File: src/rtl/uvs_pkg.sv
package uvs_pkg;

    typedef enum logic {
        SUPPLY_BAD  = 1'b0,
        SUPPLY_GOOD = 1'b1
    } supply_e;

    // Bits needed to hold the values 0..n, never fewer than one.
    function automatic int unsigned cnt_bits(input int unsigned n);
        int unsigned w;
        w = $clog2(n + 1);
        return (w < 1) ? 1 : w;
    endfunction

endpackage

File: src/rtl/uvs_sync.sv
module uvs_sync #(
    parameter int unsigned STAGES = 2
) (
    input  logic clk,
    input  logic rst_n,
    input  logic din,
    output logic dout
);

    logic [STAGES-1:0] chain_d;
    logic [STAGES-1:0] chain_q;

    always_comb begin
        chain_d = {chain_q[STAGES-2:0], din};
    end

    always_ff @(posedge clk or negedge rst_n) begin
        if (!rst_n) begin
            chain_q <= '0;
        end else begin
            chain_q <= chain_d;
        end
    end

    assign dout = chain_q[STAGES-1];

endmodule

File: src/rtl/uvs_qual.sv
module uvs_qual
    import uvs_pkg::*;
#(
    parameter int unsigned REL_CYCLES = 64,
    parameter int unsigned AST_CYCLES = 8
) (
    input  logic clk,
    input  logic rst_n,
    input  logic level_in,
    output logic good
);

    localparam int unsigned      LMAX     = (REL_CYCLES > AST_CYCLES) ? REL_CYCLES : AST_CYCLES;
    localparam int unsigned      CW       = cnt_bits(LMAX);
    localparam logic [CW-1:0]    REL_LAST = CW'(REL_CYCLES - 1);
    localparam logic [CW-1:0]    AST_LAST = CW'(AST_CYCLES - 1);
    localparam logic [CW-1:0]    REL_W    = CW'(REL_CYCLES);
    localparam logic [CW-1:0]    AST_W    = CW'(AST_CYCLES);
    localparam logic [CW-1:0]    SAT_W    = CW'(LMAX);

    typedef struct packed {
        supply_e       lvl;
        logic [CW-1:0] cnt;
    } qual_t;

    qual_t   st_d;
    qual_t   st_q;
    supply_e seen;
    logic [CW-1:0] last;

    always_comb begin
        st_d = st_q;
        seen = supply_e'(level_in);
        last = (st_q.lvl == SUPPLY_GOOD) ? AST_LAST : REL_LAST;
        if (seen != st_q.lvl) begin
            if (st_q.cnt == last) begin
                st_d.lvl = seen;
                st_d.cnt = '0;
            end else begin
                st_d.cnt = st_q.cnt + 1'b1;
            end
        end else begin
            st_d.cnt = '0;
        end
    end

    always_ff @(posedge clk or negedge rst_n) begin
        if (!rst_n) begin
            st_q <= '{lvl: SUPPLY_BAD, cnt: '0};
        end else begin
            st_q <= st_d;
        end
    end

    assign good = (st_q.lvl == SUPPLY_GOOD);

    // Independent run-length trackers of the synchronised level, used by the checks below.
    logic [CW-1:0] run_hi_q;
    logic [CW-1:0] run_lo_q;

    always_ff @(posedge clk or negedge rst_n) begin
        if (!rst_n) begin
            run_hi_q <= '0;
            run_lo_q <= '0;
        end else begin
            run_hi_q <= !level_in ? '0 : ((run_hi_q == SAT_W) ? run_hi_q : run_hi_q + 1'b1);
            run_lo_q <=  level_in ? '0 : ((run_lo_q == SAT_W) ? run_lo_q : run_lo_q + 1'b1);
        end
    end

    AST_RISE_NEEDS_LONG_RUN: assert property (@(posedge clk) disable iff (!rst_n)
        $rose(good) |-> (run_hi_q >= REL_W));

    AST_FALL_NEEDS_SHORT_RUN: assert property (@(posedge clk) disable iff (!rst_n)
        $fell(good) |-> (run_lo_q >= AST_W));

endmodule

File: src/rtl/uvs_rstgen.sv
module uvs_rstgen
    import uvs_pkg::*;
#(
    parameter int unsigned HOLD_CYCLES = 64
) (
    input  logic clk,
    input  logic rst_n,
    input  logic good,
    input  logic wd_req,
    output logic reset_n
);

    localparam int unsigned   HW        = cnt_bits(HOLD_CYCLES);
    localparam logic [HW-1:0] HOLD_LAST = HW'(HOLD_CYCLES - 1);

    typedef struct packed {
        logic          act;
        logic [HW-1:0] cnt;
        logic          rstn;
    } rg_t;

    rg_t st_d;
    rg_t st_q;

    always_comb begin
        st_d = st_q;
        if (!good) begin
            st_d.act = 1'b0;
            st_d.cnt = '0;
        end else if (wd_req) begin
            st_d.act = 1'b1;
            st_d.cnt = '0;
        end else if (st_q.act) begin
            if (st_q.cnt == HOLD_LAST) begin
                st_d.act = 1'b0;
                st_d.cnt = '0;
            end else begin
                st_d.cnt = st_q.cnt + 1'b1;
            end
        end
        st_d.rstn = good && !st_d.act;
    end

    always_ff @(posedge clk or negedge rst_n) begin
        if (!rst_n) begin
            st_q <= '{act: 1'b0, cnt: '0, rstn: 1'b0};
        end else begin
            st_q <= st_d;
        end
    end

    assign reset_n = st_q.rstn;

    AST_BAD_SUPPLY_HOLDS_RESET: assert property (@(posedge clk) disable iff (!rst_n)
        !good |=> !reset_n);

    AST_RELEASE_NEEDS_GOOD: assert property (@(posedge clk) disable iff (!rst_n)
        $rose(reset_n) |-> $past(good));

    AST_WD_PULLS_RESET: assert property (@(posedge clk) disable iff (!rst_n)
        (good && wd_req) |=> !reset_n);

endmodule

File: src/rtl/uvs_supervisor.sv
module uvs_supervisor #(
    parameter int unsigned REL_CYCLES  = 64,
    parameter int unsigned AST_CYCLES  = 8,
    parameter int unsigned SYNC_STAGES = 2
) (
    input  logic clk,
    input  logic rst_n,
    input  logic vdd_ok_raw,
    input  logic wd_req,
    output logic vdd_good,
    output logic reset_n
);

    logic ok_sync;
    logic good_lvl;

    uvs_sync #(.STAGES(SYNC_STAGES)) i_sync (
        .clk   (clk),
        .rst_n (rst_n),
        .din   (vdd_ok_raw),
        .dout  (ok_sync)
    );

    uvs_qual #(.REL_CYCLES(REL_CYCLES), .AST_CYCLES(AST_CYCLES)) i_qual (
        .clk      (clk),
        .rst_n    (rst_n),
        .level_in (ok_sync),
        .good     (good_lvl)
    );

    uvs_rstgen #(.HOLD_CYCLES(REL_CYCLES)) i_rstgen (
        .clk     (clk),
        .rst_n   (rst_n),
        .good    (good_lvl),
        .wd_req  (wd_req),
        .reset_n (reset_n)
    );

    assign vdd_good = good_lvl;

    AST_RESET_IN_RESET: assert property (@(posedge clk)
        !rst_n |-> (!vdd_good && !reset_n));

endmodule

File: config.mk
export PLATFORM = sky130hd
export DESIGN_NAME = uvs_supervisor
export DESIGN_NICKNAME = d
export VERILOG_FILES = /design/src/rtl/uvs_pkg.sv /design/src/rtl/uvs_sync.sv /design/src/rtl/uvs_qual.sv /design/src/rtl/uvs_rstgen.sv /design/src/rtl/uvs_supervisor.sv
export SDC_FILE = /design/constraint.sdc
export NUM_CORES = 1
export LEC_CHECK = 0
export CAP_MARGIN = 10
export CORE_ASPECT_RATIO = 0.9
export CORE_UTILIZATION = 50
export DETAILED_ROUTE_END_ITERATION = 8
export DONT_BUFFER_PORTS = 1
export GPL_ROUTABILITY_DRIVEN = 0
export MAX_ROUTING_LAYER = met4
export PLACE_DENSITY = 0.66
export SYNTH_ARGS = -nofsm -noshare
export SYNTH_HDL_FRONTEND = slang
export SYNTH_SLANG_ARGS = --single-unit
export TNS_END_PERCENT = 50
File: constraint.sdc
create_clock -name clk -period 1.7 [get_ports clk]
set_input_delay 0.17 -clock clk [delete_from_list [all_inputs] [get_ports clk]]
set_output_delay 0.17 -clock clk [all_outputs]
set_load 0.03 [all_outputs]
Word-level counts from Yosys, hierarchy flattened:

Cells that the tools add are included.

* output and inout port bits: 2
* input bits: 4
* bits in registers: 19

* muxes and demuxes: 8
* eq/ne operators: 4
* reductions and logical operators: 3
* add/subtract/negate cells: 2

Operators with widths (number)
* $mux W8: 3
* $mux W7: 3
* $add A7 B1 Y7 const B: 2
* $eq A7 B6 Y1 const B: 1
* $eq A7 B7 Y1: 1
* $mux W6: 1
* $ne A3 B2 Y1 const B: 1
* $reduce_and A2 Y1: 1
* $logic_and A1 B1 Y1: 1
* $logic_not A1 Y1: 1
* $mux W1: 1
* $ne A1 B1 Y1: 1

Logic depth before layout (Yosys ltp):

Gate-level depths: netlist of run 1.

* depth in word-level cells: 7
* gate-level depth with buffers: 4
* gate-level depth less buffers: 4

Hierarchy:

From an unflattened synthesis of run 1, not the netlist that was laid out.

* cells, all modules: 84
* area total of the unflattened synthesis: 928.4 um^2

Modules (own cells, without submodules)
* uvs_rstgen: area each 446.7 um^2, times used 1, cells each 43
* uvs_qual: area each 431.7 um^2, times used 1, cells each 39
* uvs_sync: area each 50.0 um^2, times used 1, cells each 2

Worst setup path before layout of run 1:

OpenSTA, ideal clock, no wires.

* path kind: register to register
* from: register i_qual.st_q, in the netlist i_qual.good
* to: register i_qual.st_q, in the netlist i_qual.good
* path slack: -0.123 ns
* period minus slack after synthesis: 1.823 ns
* library setup time: 0.125 ns
* cell stages (with the launch flop): 4
* required time: 1.575 ns
* arrival time: 1.698 ns
* path through: dfrtp_1 > or4b_4 > a211oi_4 > mux2_4

* longest elaborated chain between the ends: 3
* elaborated cells on any way between the ends: 4
* classes of those cells: eq/ne: 2; mux: 1; reduce/logical: 1

Ends and longest elaborated chain
* start, declared: line uvs_qual.sv:27 `qual_t st_q;`
* start signal, assigned: line uvs_qual.sv:49 `st_q <= '{lvl: SUPPLY_BAD, cnt: '0};`
* start signal, assigned: line uvs_qual.sv:51 `st_q <= st_d;`
* $mux W6: line uvs_qual.sv:34 `last = (st_q.lvl == SUPPLY_GOOD) ? AST_LAST : REL_LAST;`
* $eq A7 B7 Y1: line uvs_qual.sv:36 `if (st_q.cnt == last) begin`
* $reduce_and A2 Y1 (no line) (*)

Mark *: on every way between the ends. The rest lies on a longest branch, timed or not.
A chain may end at the register's enable or synchronous reset.

Final worst setup path of run 1:

* from: register i_qual.st_q[3] in the netlist's numbering
* to: register i_qual.st_q, in the netlist i_qual.good

* longest elaborated chain between the ends: 2

Ends and longest elaborated chain (line)
* $eq A7 B7 Y1: uvs_qual.sv:36
* $reduce_and A2 Y1 (no line)

No other way between the ends.

==> results by stage, run 1 <==
Outcome:
- The flow ran to the end, and the final reports show no timing, DRC or antenna violations.

Logic synthesis:
- The total standard cell area after synthesis is 872 sq um.
- Among all flip-flop cells after synthesis, the most frequent one is dfrtp_1.
- dfrtp_1 is the most common cell in the netlist.
- Sequential elements use 54.5% of the synthesized area.
- Synthesis produced 76 cells.
- Sorting the synthesized cells by area gives the leading types as dfrtp_1 55%, nor2_1 3.4%, xnor2_1 3.0%, xor2_1 3.0%, ha_1 2.9%.
- Counting every net in the synthesized netlist gives 82.
- The synthesized netlist contains 33 unique library cells.
- The number of storage elements in the synthesis netlist is 19.
- The average instance in the mapped netlist occupies 11.5 sq um.
- For this run, asynchronously set or reset flops after synthesis account for 100%.
- The largest total area in the synthesized netlist belongs to dfrtp_1.
- Counting flops with a built-in enable in the synthesized netlist gives 0.
- The Yosys step of the flow raised 0 warnings.
- In the synthesized netlist, the cells that appear most often are 19 x dfrtp_1, 8 x nor2_1, 4 x nand2_1.
- Of the post-synthesis cell area, the dominant cell type holds 54.5%.

Drt:
- Dividing the detail-routed wire length by the instance count gives 13.1 um.
- The number of remaining DRC errors is 0.
- The DRC marker count from the first detailed-route iteration is 12.
- The detailed-route wire length is 1.44 mm.
- In the routed layout, each cell is associated on average with a via count of 5.45.
- The number of detailed-route iterations in the first pass is 4.
- Detailed routing inserted a total of 600 vias.
- The detail route stage leaves a number of antenna-violating nets equal to 0.

Setup path:
- The sort of element at the end of the critical path is a flop.
- Along the worst path, the maximum fanout reaches 2.
- For the worst setup path, the data required time is 1.88 ns.
- The largest single stage delay on the critical path is 0.55 ns.
- The critical path's slowest cell is or4b_4.
- The worst setup path is launched from a flop.
- The critical path class is flop to flop.
- The total number of cells along the worst setup path is 3.
- The category of cells accounting for the largest share of critical-path delay is simple AND/OR/NAND/NOR gates.
- Data arrives at the worst endpoint at 1.79 ns.
- The critical path goes through or4b_4 > a211oi_4 > mux2_4.
- The number of cells on the worst reg-to-reg path is 3.
- Together, buffers and inverters on the worst path number 0.

Timing:
- Setup violations remaining at the end of the flow were counted as 0.
- The slew at the pin with the worst max-slew slack is 0.830 ns.
- Measured against its own limit, the worst slew margin works out to 44.5%.
- The count of final hold-check violations was 0.
- For the final routed database, the setup TNS stands at 0 ns.
- For the final database, setup skew stands at 0.00273 ns.
- For the finished layout, the period the worst path requires is 1.61 ns.
- The worst hold margin is 0.232 ns.
- The highest clock rate is 623 MHz.
- Setup repair after global routing left no endpoint under its margin.
- Dividing the final minimum period by the clock period gives 94.5%.
- The max-slew violation count is 0.

GRT:
- The initial antenna violation count is 0.
- For this run, the total global-route usage over all layers was measured as 19.4%.
- The wire length of the first global-routing pass is 2.59 mm.
- The met1 routing resource usage after global routing is 29.0%.
- Summed over all layers, the global routing overflow is 0.
- The met3 layer usage reported by global route is 6.52%.
- The layer with the highest usage is met1.
- The number of global-route vias before repair was 569.
- The pin count of the biggest net entering global routing is 20.
- The met2 capacity usage during global routing is 25.9%.

Clocking:
- The clock latency reported for the late side of the worst-skew pair is 0.29 ns.
- In this run the clock root is driven by a clkbuf_4.
- The maximum clock path buffer count is 2.
- In this run, CTS created clock tree buffers numbering 3.
- The clock drives 19 sinks.
- After clock tree synthesis, the repair step resized 0 gates.
- TritonCTS built the clock tree.
- After clock tree synthesis, the clock-pin slew on the worst setup and hold paths is 0.10 ns.
- CTS built an H-tree with a depth of 1.

Hold path:
- The type of the worst min-delay path is primary input to flop.
- The number of stages on the worst hold path is 2.

Placed design:
- The quantity of I/O buffers inserted on ports is 0.
- The area of placed instances is 946 sq um.
- Summed over all nets, the half-perimeter wirelength after detailed placement is 1.08 mm.

Pwr:
- The static power due to leakage is 0.424 nW.
- Per report_power, the combinational group accounts for 4.1% of the total.
- IR analysis of the VDD net gives a maximum drop of 0.684 mV.
- The fraction of power consumed by the clock network is 30.5%.
- The switching portion of total power is 21.5%.
- For this design the total switching power over the nets is 0.153 mW.
- Internal power comes to 0.560 mW.
- The design draws 0.713 mW.
- The sequential share of power is 65.4%.
- The power per cell area is 711 mW/mm^2.

Layout:
- The final-layout fill cell count is 123.
- The final antenna diode count is 0.
- The post-route netlist has 18.2% of its cells at a drive strength greater than 1.
- The growth of design area from synthesis to finish is 15.1%.
- The post-layout instance area is 0.00100 sq mm.
- For this run, the post-layout net count is 95.
- Measured on the finished design, the core utilization comes to 65.6%.

Floorplanning:
- The total area inside the core boundary comes to 0.00153 sq mm.
- The I/O pin count is 6.
- The placement row count is 13.
- The horizontal die dimension is 46.0 um.
- The die covers 0.00192 sq mm.
- The initial utilization of the core area, before any placement, comes to 57.0%.
- The die is 41.6 um tall.

Job:
- The count of maximum capacitance violations is 0.
==> layout make-up <==
type	instances	area (sq um)	share of cell area [%]
Sequential cell	19	477	47.5
Clock buffer	3	22.5	2.24
Multi-Input combinational cell	54	385	38.4
Tap cell	22	27.5	2.74
Timing Repair Buffer	10	82.6	8.23
Inverter	1	3.75	0.374
Clock inverter	1	5.00	0.499
==> layer usage <==
metal | share of wire [%] | routed length (um)
met5 | 0 | 0
met4 | 0.97 | 14
met3 | 3.5 | 51
met2 | 43 | 624
met1 | 52 | 754
==> flip-flops by register name, summed over array words and instances, names as in the netlist <==
signal,flops
i_qual.good,1
i_qual.st_q,7
i_rstgen.reset_n,1
i_rstgen.st_q,8
i_sync.chain_q,2
==> power groups by stage <==
stage	clock (mW)	sequential [mW]	combinational, mW
2_1_floorplan	0	0.474	0.0114
3_3_place_gp	0	0.476	0.0155
3_5_place_dp	0	0.476	0.0157
4_1_cts	0.229	0.467	0.0281
5_1_grt	0.251	0.468	0.0341
6_report	0.218	0.467	0.0290
==> cell families (layout without fill, tap and decap cells) <==
| logic type | after synthesis | in the layout | share of synthesized area [%] |
|---|---|---|---|
| muxes | 2 | 2 | 2.87 |
| and+or+nand+nor | 30 | 30 | 18.9 |
| AOI/OAI and AO/OA | 14 | 14 | 13.5 |
| xor gates and xnor gates | 6 | 6 | 6.03 |
| DFF | 19 | 19 | 54.5 |
| buffers and inverters | 3 | 15 | 1.29 |
| adders and majority gates | 2 | 2 | 2.87 |
==> cells in the final DEF, fill, tap and decap left out, types with 3 or more instances in the layout <==
master,count
buf_4,7
clkbuf_4,3
dfrtp_1,18
dlygate4sd3_1,3
nand2_1,4
nand3_1,3
nand4_1,3
nor2_1,8
xnor2_1,3
xor2_1,3
==> timing repair <==
action | CTS | global route
hold endpoints to repair | 20 | 1
buffers inserted | 0 | 0
hold buffers | 2 | 1
endpoints found under the setup margin | 0 | 0
==> stage by stage <==
stage          instances  setup WS (ns)
2_1_floorplan         76         0.0159
3_3_place_gp         103          0.134
3_5_place_dp         103          0.112
4_1_cts              109         0.0859
5_1_grt              110         0.0533
6_report             110         0.0942
==> final timing paths <==
kind	endpoint	slack (ns)	startpoint
worst min register to register	i_sync.chain_q[1]$_DFF_PN0_	0.37	i_sync.chain_q[0]$_DFF_PN0_
worst min-delay path	i_rstgen.reset_n$_DFF_PN0_	0.23	wd_req
max in group asynchronous	i_qual.good$_DFFE_PN0P_	0.72	rst_n
worst max register to register	i_qual.good$_DFFE_PN0P_	0.09	i_qual.st_q[3]$_DFF_PN0_
worst max-delay path	i_qual.good$_DFFE_PN0P_	0.09	i_qual.st_q[3]$_DFF_PN0_
min in group asynchronous	i_qual.st_q[4]$_DFF_PN0_	0.42	rst_n
No activity file was read; power rests on OpenSTA's default activity.
==> inputs of run 2 (changes only) <==
--- a/config.mk
+++ b/config.mk
@@ -13,6 +13,7 @@
 export GPL_ROUTABILITY_DRIVEN = 0
 export MAX_ROUTING_LAYER = met4
 export PLACE_DENSITY = 0.66
+export SLEW_MARGIN = 20
 export SYNTH_ARGS = -nofsm -noshare
 export SYNTH_HDL_FRONTEND = slang
 export SYNTH_SLANG_ARGS = --single-unit
==> results of run 2 <==
Final layout, timing and power as in run 1 (identical DEF).
